## config.mk

```make
export PLATFORM = sky130hd
export DESIGN_NAME = cell_bleed_sched
export DESIGN_NICKNAME = d
export VERILOG_FILES = /design/src/rtl/cbs_pkg.sv /design/src/rtl/cbs_excess.sv /design/src/rtl/cbs_pick.sv /design/src/rtl/cbs_cool.sv /design/src/rtl/cell_bleed_sched.sv
export SDC_FILE = /design/constraint.sdc
export NUM_CORES = 1
export LEC_CHECK = 0
export ABC_AREA = 1
export BUFFER_PORTS_ARGS = -buffer_cell sky130_fd_sc_hd__buf_2
export CORE_ASPECT_RATIO = 1.2
export CORE_MARGIN = 3
export CORE_UTILIZATION = 25
export DETAILED_ROUTE_END_ITERATION = 6
export GPL_TIMING_DRIVEN = 1
export SLEW_MARGIN = 20
export SYNTH_ARGS = -nofsm -noshare
export SYNTH_HDL_FRONTEND = slang
export SYNTH_HIERARCHICAL = 1
export SYNTH_SLANG_ARGS = --single-unit
```

## constraint.sdc

```tcl
create_clock -name clk -period 4.35 [get_ports clk]
set_input_delay 0.6525 -clock clk [delete_from_list [all_inputs] [get_ports clk]]
set_output_delay 0.6525 -clock clk [all_outputs]
set_load 0.05 [all_outputs]
```

## src/rtl/cbs_pkg.sv

```systemverilog
package cbs_pkg;
  typedef enum logic [1:0] {
    ST_PICK   = 2'd0,
    ST_BLEED  = 2'd1,
    ST_SETTLE = 2'd2,
    ST_MEAS   = 2'd3
  } phase_t;
endpackage

```

## src/rtl/cbs_excess.sv

```systemverilog
module cbs_excess #(
  parameter int NCELL = 6,
  parameter int VW    = 16
) (
  input  logic [NCELL*VW-1:0] cell_v,
  input  logic [VW-1:0]       start_thr,
  output logic [NCELL*VW-1:0] excess,
  output logic [NCELL-1:0]    over
);
  logic [VW-1:0] vmin;

  // lowest cell in the stack
  always_comb begin
    vmin = cell_v[VW-1:0];
    for (int i = 1; i < NCELL; i++) begin
      if (cell_v[i*VW +: VW] < vmin) vmin = cell_v[i*VW +: VW];
    end
  end

  // excess above the lowest cell, strict threshold compare
  always_comb begin
    for (int i = 0; i < NCELL; i++) begin
      excess[i*VW +: VW] = cell_v[i*VW +: VW] - vmin;
      over[i]            = (cell_v[i*VW +: VW] - vmin) > start_thr;
    end
  end
endmodule

```

## src/rtl/cbs_pick.sv

```systemverilog
module cbs_pick #(
  parameter int NCELL = 6,
  parameter int VW    = 16,
  parameter int IW    = $clog2(NCELL)
) (
  input  logic [NCELL*VW-1:0] excess,
  input  logic [NCELL-1:0]    cand,
  input  logic                prio,
  input  logic                pair_ok,
  input  logic [IW-1:0]       ptr,
  output logic [NCELL-1:0]    sel,
  output logic [IW-1:0]       ptr_nxt
);
  always_comb begin
    int            c1;
    int            c2;
    int            idx;
    int            last;
    logic          f1;
    logic          f2;
    logic [VW-1:0] b1;
    logic [VW-1:0] b2;
    c1 = 0; c2 = 0; idx = 0; f1 = 1'b0; f2 = 1'b0; b1 = '0; b2 = '0;
    if (prio) begin
      // largest excess first, ties to the lowest index
      for (int i = 0; i < NCELL; i++) begin
        if (cand[i] && (!f1 || excess[i*VW +: VW] > b1)) begin
          c1 = i; b1 = excess[i*VW +: VW]; f1 = 1'b1;
        end
      end
      // partner: best cell of the same zone
      for (int i = 0; i < NCELL; i++) begin
        if (pair_ok && f1 && cand[i] && i != c1 && (i % 2) == (c1 % 2) &&
            (!f2 || excess[i*VW +: VW] > b2)) begin
          c2 = i; b2 = excess[i*VW +: VW]; f2 = 1'b1;
        end
      end
    end else begin
      // rotation from the pointer
      for (int k = 0; k < NCELL; k++) begin
        idx = (int'(ptr) + k) % NCELL;
        if (!f1 && cand[idx]) begin
          c1 = idx; f1 = 1'b1;
        end
      end
      // partner: next same-zone cell in rotation
      for (int k = 1; k < NCELL; k++) begin
        idx = (c1 + k) % NCELL;
        if (pair_ok && f1 && !f2 && cand[idx] && (idx % 2) == (c1 % 2)) begin
          c2 = idx; f2 = 1'b1;
        end
      end
    end
    sel = '0;
    if (f1) sel[c1] = 1'b1;
    if (f2) sel[c2] = 1'b1;
    last    = f2 ? c2 : c1;
    ptr_nxt = (last == NCELL - 1) ? '0 : IW'(last + 1);
  end
endmodule

```

## src/rtl/cbs_cool.sv

```systemverilog
module cbs_cool #(
  parameter int NCELL = 6,
  parameter int TW    = 16
) (
  input  logic             clk,
  input  logic             rst_n,
  input  logic             tick,
  input  logic [NCELL-1:0] start,
  input  logic [TW-1:0]    t_cool,
  input  logic             cool_x2,
  output logic [NCELL-1:0] cooling
);
  logic [TW:0] limit;

  // effective cool-down, doubled on request
  always_comb limit = cool_x2 ? {t_cool, 1'b0} : {1'b0, t_cool};

  for (genvar g = 0; g < NCELL; g++) begin : g_cell
    logic        act_q, act_d;
    logic [TW:0] el_q, el_d;

    always_comb cooling[g] = act_q && (el_q < limit);

    always_comb begin
      act_d = act_q;
      el_d  = el_q;
      if (start[g]) begin
        act_d = 1'b1;
        el_d  = '0;
      end else if (act_q) begin
        if (!cooling[g])  act_d = 1'b0;
        else if (tick)    el_d  = el_q + 1'b1;  // tick-gated
      end
    end

    always_ff @(posedge clk or negedge rst_n) begin
      if (!rst_n) begin
        act_q <= 1'b0;
        el_q  <= '0;
      end else begin
        act_q <= act_d;
        el_q  <= el_d;
      end
    end

    assert_cool_block_R7: assert property (@(posedge clk) disable iff (!rst_n)
      (start[g] && t_cool != '0) |=> cooling[g]);
  end
endmodule

```

## src/rtl/cell_bleed_sched.sv

```systemverilog
module cell_bleed_sched #(
  parameter int NCELL = 6,
  parameter int VW    = 16,
  parameter int TW    = 16,
  parameter int CW    = 2
) (
  input  logic                clk,
  input  logic                rst_n,
  input  logic                tick,
  input  logic                bal_en,
  input  logic                prio_mode,
  input  logic                cool_x2,
  input  logic [CW-1:0]       conc_lim,
  input  logic [NCELL-1:0]    inhibit,
  input  logic [NCELL*VW-1:0] cell_v,
  input  logic [VW-1:0]       start_thr,
  input  logic [TW-1:0]       t_on,
  input  logic [TW-1:0]       t_cool,
  input  logic [TW-1:0]       t_settle,
  input  logic                meas_ack,
  output logic [NCELL-1:0]    bal_out,
  output logic                meas_req
);
  import cbs_pkg::*;
  localparam int IW = $clog2(NCELL);

  // reset: asserted asynchronously, released on the clock
  logic [1:0] rst_sync;
  logic       rst_ni;
  always_ff @(posedge clk or negedge rst_n) begin
    if (!rst_n) rst_sync <= 2'b00;
    else        rst_sync <= {rst_sync[0], 1'b1};
  end
  assign rst_ni = rst_sync[1];

  phase_t           st_q, st_d;
  logic [TW-1:0]    cnt_q, cnt_d;
  logic [NCELL-1:0] bal_q, bal_d;
  logic             meas_q, meas_d;
  logic [IW-1:0]    ptr_q, ptr_d;

  logic [NCELL*VW-1:0] excess;
  logic [NCELL-1:0]    over, cooling, cand, sel, cool_start;
  logic [IW-1:0]       ptr_nxt;
  logic                pair_ok, done;
  logic [TW-1:0]       lim;
  logic [TW:0]         step;

  assign pair_ok = conc_lim >= CW'(2);

  cbs_excess #(.NCELL(NCELL), .VW(VW)) u_excess (
    .cell_v(cell_v), .start_thr(start_thr), .excess(excess), .over(over));

  assign cand = over & ~inhibit & ~cooling;

  cbs_pick #(.NCELL(NCELL), .VW(VW), .IW(IW)) u_pick (
    .excess(excess), .cand(cand), .prio(prio_mode), .pair_ok(pair_ok),
    .ptr(ptr_q), .sel(sel), .ptr_nxt(ptr_nxt));

  cbs_cool #(.NCELL(NCELL), .TW(TW)) u_cool (
    .clk(clk), .rst_n(rst_ni), .tick(tick), .start(cool_start),
    .t_cool(t_cool), .cool_x2(cool_x2), .cooling(cooling));

  // phase timer
  always_comb begin
    lim  = (st_q == ST_BLEED) ? t_on : t_settle;
    step = {1'b0, cnt_q} + (TW+1)'(1);
    done = (lim == '0) || (tick && step >= {1'b0, lim});
  end

  // channels leaving a window start cooling
  always_comb cool_start = (st_q == ST_BLEED && (!bal_en || done)) ? bal_q : '0;

  always_comb begin
    st_d   = st_q;
    cnt_d  = cnt_q;
    bal_d  = bal_q;
    meas_d = meas_q;
    ptr_d  = ptr_q;
    if (!bal_en) begin
      st_d   = ST_PICK;
      cnt_d  = '0;
      bal_d  = '0;
      meas_d = 1'b0;
    end else begin
      unique case (st_q)
        ST_PICK: if (|sel) begin
          bal_d = sel;
          ptr_d = ptr_nxt;
          cnt_d = '0;
          st_d  = ST_BLEED;
        end
        ST_BLEED: if (done) begin
          bal_d = '0;
          cnt_d = '0;
          st_d  = ST_SETTLE;
        end else if (tick) cnt_d = cnt_q + TW'(1);
        ST_SETTLE: if (done) begin
          meas_d = 1'b1;
          cnt_d  = '0;
          st_d   = ST_MEAS;
        end else if (tick) cnt_d = cnt_q + TW'(1);
        ST_MEAS: if (meas_ack) begin
          meas_d = 1'b0;
          st_d   = ST_PICK;
        end
        default: st_d = ST_PICK;
      endcase
    end
  end

  always_ff @(posedge clk or negedge rst_ni) begin
    if (!rst_ni) begin
      st_q   <= ST_PICK;
      cnt_q  <= '0;
      bal_q  <= '0;
      meas_q <= 1'b0;
      ptr_q  <= '0;
    end else begin
      st_q   <= st_d;
      cnt_q  <= cnt_d;
      bal_q  <= bal_d;
      meas_q <= meas_d;
      ptr_q  <= ptr_d;
    end
  end

  // output gating: enable and live channel limit
  always_comb begin
    if (!bal_en)       bal_out = '0;
    else if (pair_ok)  bal_out = bal_q;
    else               bal_out = bal_q & (~bal_q + NCELL'(1));
    meas_req = meas_q && bal_en;
  end

  logic [NCELL-1:0] zone_a;
  always_comb for (int i = 0; i < NCELL; i++) zone_a[i] = (i % 2 == 0);

  assert_conc_limit_R4: assert property (@(posedge clk) disable iff (!rst_ni)
    $countones(bal_out) <= (pair_ok ? 2 : 1));
  assert_one_zone_R5: assert property (@(posedge clk) disable iff (!rst_ni)
    ((bal_out & zone_a) == '0) || ((bal_out & ~zone_a) == '0));
  assert_meas_quiet_R8: assert property (@(posedge clk) disable iff (!rst_ni)
    meas_req |-> bal_out == '0);
  assert_meas_hold_R8: assert property (@(posedge clk) disable iff (!rst_ni)
    (meas_req && !meas_ack && bal_en) |=> (meas_req || !bal_en));
  assert_gate_clear_R9: assert property (@(posedge clk) disable iff (!rst_ni)
    !bal_en |=> (bal_q == '0 && !meas_q));
endmodule

```

==> summary.md <==
For the critical path data required time, the log shows 4.68 ns. The max-slew violation count is 0, and the count of warnings emitted by yosys is 6. The count of cell types in the netlist is 70. The depth of the CTS H-tree is 4, and the starting utilization of the core area is 25.3%. After detailed routing, the average wire length per cell comes to 16.0 um.

Counting every sink on the clock net gives 138. The number of buffers between clock root and the deepest sink is 2, and the worst setup slack after placement is -22.74 ns. The transition time at the pin with the least slew margin is 0.960 ns. The flow ran to the end, but the final reports show violations. After synthesis the cells add up to 30800 um2.

The tools report the startpoint of the worst setup timing path as cell_v[29]. The startpoint identified for the worst hold timing path is rst_sync[0]. The count of endpoints failing setup in the final report is 27, and the instance area at placement is 43300 um2. The run gives 2 as the initial antenna violation count. The tools report the total number of placement rows as 140. The min-delay analysis places its worst path in the category reg -> reg. The first global-routing pass estimated 201 mm of wire.

After layout, the minimum clock period comes to 25.32 ns. Timing would allow up to 0.0395 GHz. By instance count, the cell type seen most on the critical path is sky130_fd_sc_hd__nand2_1. The run gives 0 as the number of maximum-capacitance constraint violations. The worst-path cell with the longest stage delay is sky130_fd_sc_hd__ha_1. The logs give 0.44 ns for the insertion delay of the later-clocked pin in the worst-skew pair and 38000 for the via count of the first global-routing pass. Endpoint kind of the worst setup timing path: a flip-flop. The run gives 8235 as the number of cells in the finished layout apart from fillers. The worst slew margin relative to its limit came out at 35.5%. The die area was 128000 um2; the number of top-level pins was 182.

The final wirelength is 132 mm. The part of the cycle the worst path needs was 582%; the number of remaining DRC errors was 0. The library cell used most frequently in the layout, excluding fill and tap cells, is sky130_fd_sc_hd__nand2_1. The finished cells cover 48100 um2. The via count is 39000, and the overall die width is 327 um. Data arrives at the worst endpoint at 25.65 ns. After synthesis the netlist holds a flip-flop and latch count of 138.

Compared with the post-synthesis result, the final layout area differs by 56.0%. The height of the die was 391 um. The logs give 109 mm for the final HPWL from detailed placement and 5 for the number of optimization iterations in the first detailed-route pass.

The cell family contributing the most delay on the critical path is simple AND/OR/NAND/NOR gates. The worst setup path is of the in -> reg kind. In this run the critical register-to-register path is launched from u_cool/g_cell[0].el_q[16]. For the pin count of the biggest net entering global routing, the log shows 64. After the last flow step, the layout net total stands at 7291.

The root buffer cell was sky130_fd_sc_hd__clkbuf_16. The quantity of I/O buffers inserted on ports is 180, and the overall fraction of global-route tracks in use is 19.8%. The detailed router finished its first iteration with 1710 violations. The clock-pin slew on the worst setup and hold paths is 0.06 ns. The worst setup path is launched from an input pin.

On the final layout, the worst clock skew is 0.0108 ns. The final worst setup slack is -20.97 ns, and the total of fill cells in the finished design is 12800. Cell total after placement: 8057. The post-route netlist has 35.3% of its cells at a drive strength greater than 1. The largest single stage delay on the critical path is 0.34 ns.

The run gives 0 as the number of hold-slack violations in the final timing report. In this run, CTS created clock tree buffers numbering 17. Once detail routing completed, the nets flagged for antenna violations numbered 0. The core region is 122000 um2.

Setup repair after global routing could not meet its margin everywhere. Counting every instance in the synthesized netlist gives 5089. TritonCTS built the clock tree.

The post-synthesis area per instance works out to 6.06 um2. For the total nets after synthesis, the log shows 5792. The checks that failed: negative setup slack.

Along the worst path, the maximum fanout reaches 12. For this run, the register share of the synthesized area comes to 11.2%. The number of vias per cell was 4.74; the sum of overflow across all layers after global routing was 0. The critical path contains buffers and inverters numbering 30 combined.

The tools report the routability congestion estimate from global placement as 1.00. Leaving out fill and tap cells, the most frequent cells in the layout are sky130_fd_sc_hd__nand2_1, sky130_fd_sc_hd__buf_4, sky130_fd_sc_hd__inv_1.
## stage by stage
| step | hold slack [ns] | setup TNS (ns) | util (%) |
|---|---|---|---|
| floorplan | 0.331 | -550.33 | - |
| global placement | 0.338 | -603.78 | 35.5 |
| detailed placement | 0.336 | -612.31 | 35.5 |
| CTS | 0.351 | -546.77 | 38.3 |
| global route | 0.357 | -605.65 | 39.4 |
| finish | 0.349 | -564.95 | 39.4 |
## synthesized netlist by cell type (all sizes together)
cell	number	share of area, %
nand2	1776	23
inv	598	7.3
ha	528	21
nand3	454	8.3
nor2	435	5.8
o21ai	341	5.7
a21oi	222	3.7
dfrtp	138	11
xor2	92	2.7
nand4	91	1.9
nor3	64	1.1
clkbuf	57	0.69
buf	43	1.1
o21bai	29	0.72
a211oi	24	0.58
xnor2	23	0.65
a21o	17	0.41
a21boi	16	0.40
nor3b	16	0.39
or2	16	0.33
nand3b	13	0.32
o221ai	11	0.31
a31oi	10	0.20
and2	10	0.20
a221oi	9	0.26
nor4	8	0.16
o2111ai	7	0.20
o211ai	6	0.15
o21a	6	0.15
o221a	5	0.18
a32oi	4	0.11
mux2	3	0.11
mux2i	3	0.097
o41ai	3	0.085
a2111oi	2	0.057
a32o	2	0.065
o22ai	2	0.061
a31o	1	0.028
and3	1	0.020
conb	1	0.012
o211a	1	0.032
or3	1	0.020
## cell families (layout without fill, tap and decap cells)
logic type / Yosys count / after routing / synth area share [%]
compound gates: 718 / 718 / 13.4
xor+xnor: 115 / 115 / 3.32
fa+ha+maj: 528 / 528 / 21.4
buf+inv: 698 / 2198 / 9.11
flops: 138 / 138 / 11.2
mux: 6 / 6 / 0.207
other cells: 1 / 2 / 0.0122
simple gates: 2885 / 2897 / 41.3
## registers in the layout, indices dropped and copies added (netlist names)
signal,flops
rst_sync,2
st_q,2
cnt_q,16
meas_q,1
u_cool/g_cell.act_q,6
u_cool/g_cell.el_q,102
bal_q,6
ptr_q,3
## path summary, 6_finish.rpt
path                                          end  slack (ns)  cells after the start
max in group asynchronous  u_cool/g_cell[0].act_q        2.81                      1
max                                      cnt_q[9]      -20.97                    181
min                                   rst_sync[1]        0.35                      0
max reg2reg                              cnt_q[9]      -13.66                    133
min reg2reg                           rst_sync[1]        0.35                      0
min in group asynchronous                bal_q[0]        0.46                      0
## timing repair
| item | 4_1_cts | 5_1_grt |
|---|---|---|
| setup buffers | 88 | 44 |
| hold buffers | 1 | 0 |
| gates cloned | 22 | 4 |
| endpoints found under the hold margin | 2 | 0 |
| gates resized for setup | 484 | 262 |
| endpoints found under the setup margin | 27 | 78 |
| pin swaps | 127 | 177 |
## area by class of cell
type | instances | area (um2) | share of cell area [%]
diodes | 1 | 2.50 | 0.00521
clock buffers | 18 | 439 | 0.914
clock inverters | 14 | 185 | 0.385
inverters | 598 | 2300 | 4.78
multi-input cells | 4265 | 27600 | 57.3
flip-flops and latches | 138 | 3460 | 7.19
well taps | 1633 | 2040 | 4.25
repair buffers | 1567 | 12100 | 25.1
repair inverters | 1 | 7.51 | 0.0156
## metal layers
metal / up-vias / global-route usage [%] / share of wire [%]
met4: 0 / 7.73 / 4.3
met1: 18000 / 24.2 / 43
li1: 19900 / - / -
met5: - / 0 / 0
met2: 898 / 36.0 / 49
met3: 258 / 1.29 / 3.6
Power is not shown: default switching activity piles up to over one toggle a cycle in this logic, so the estimate is an artifact.
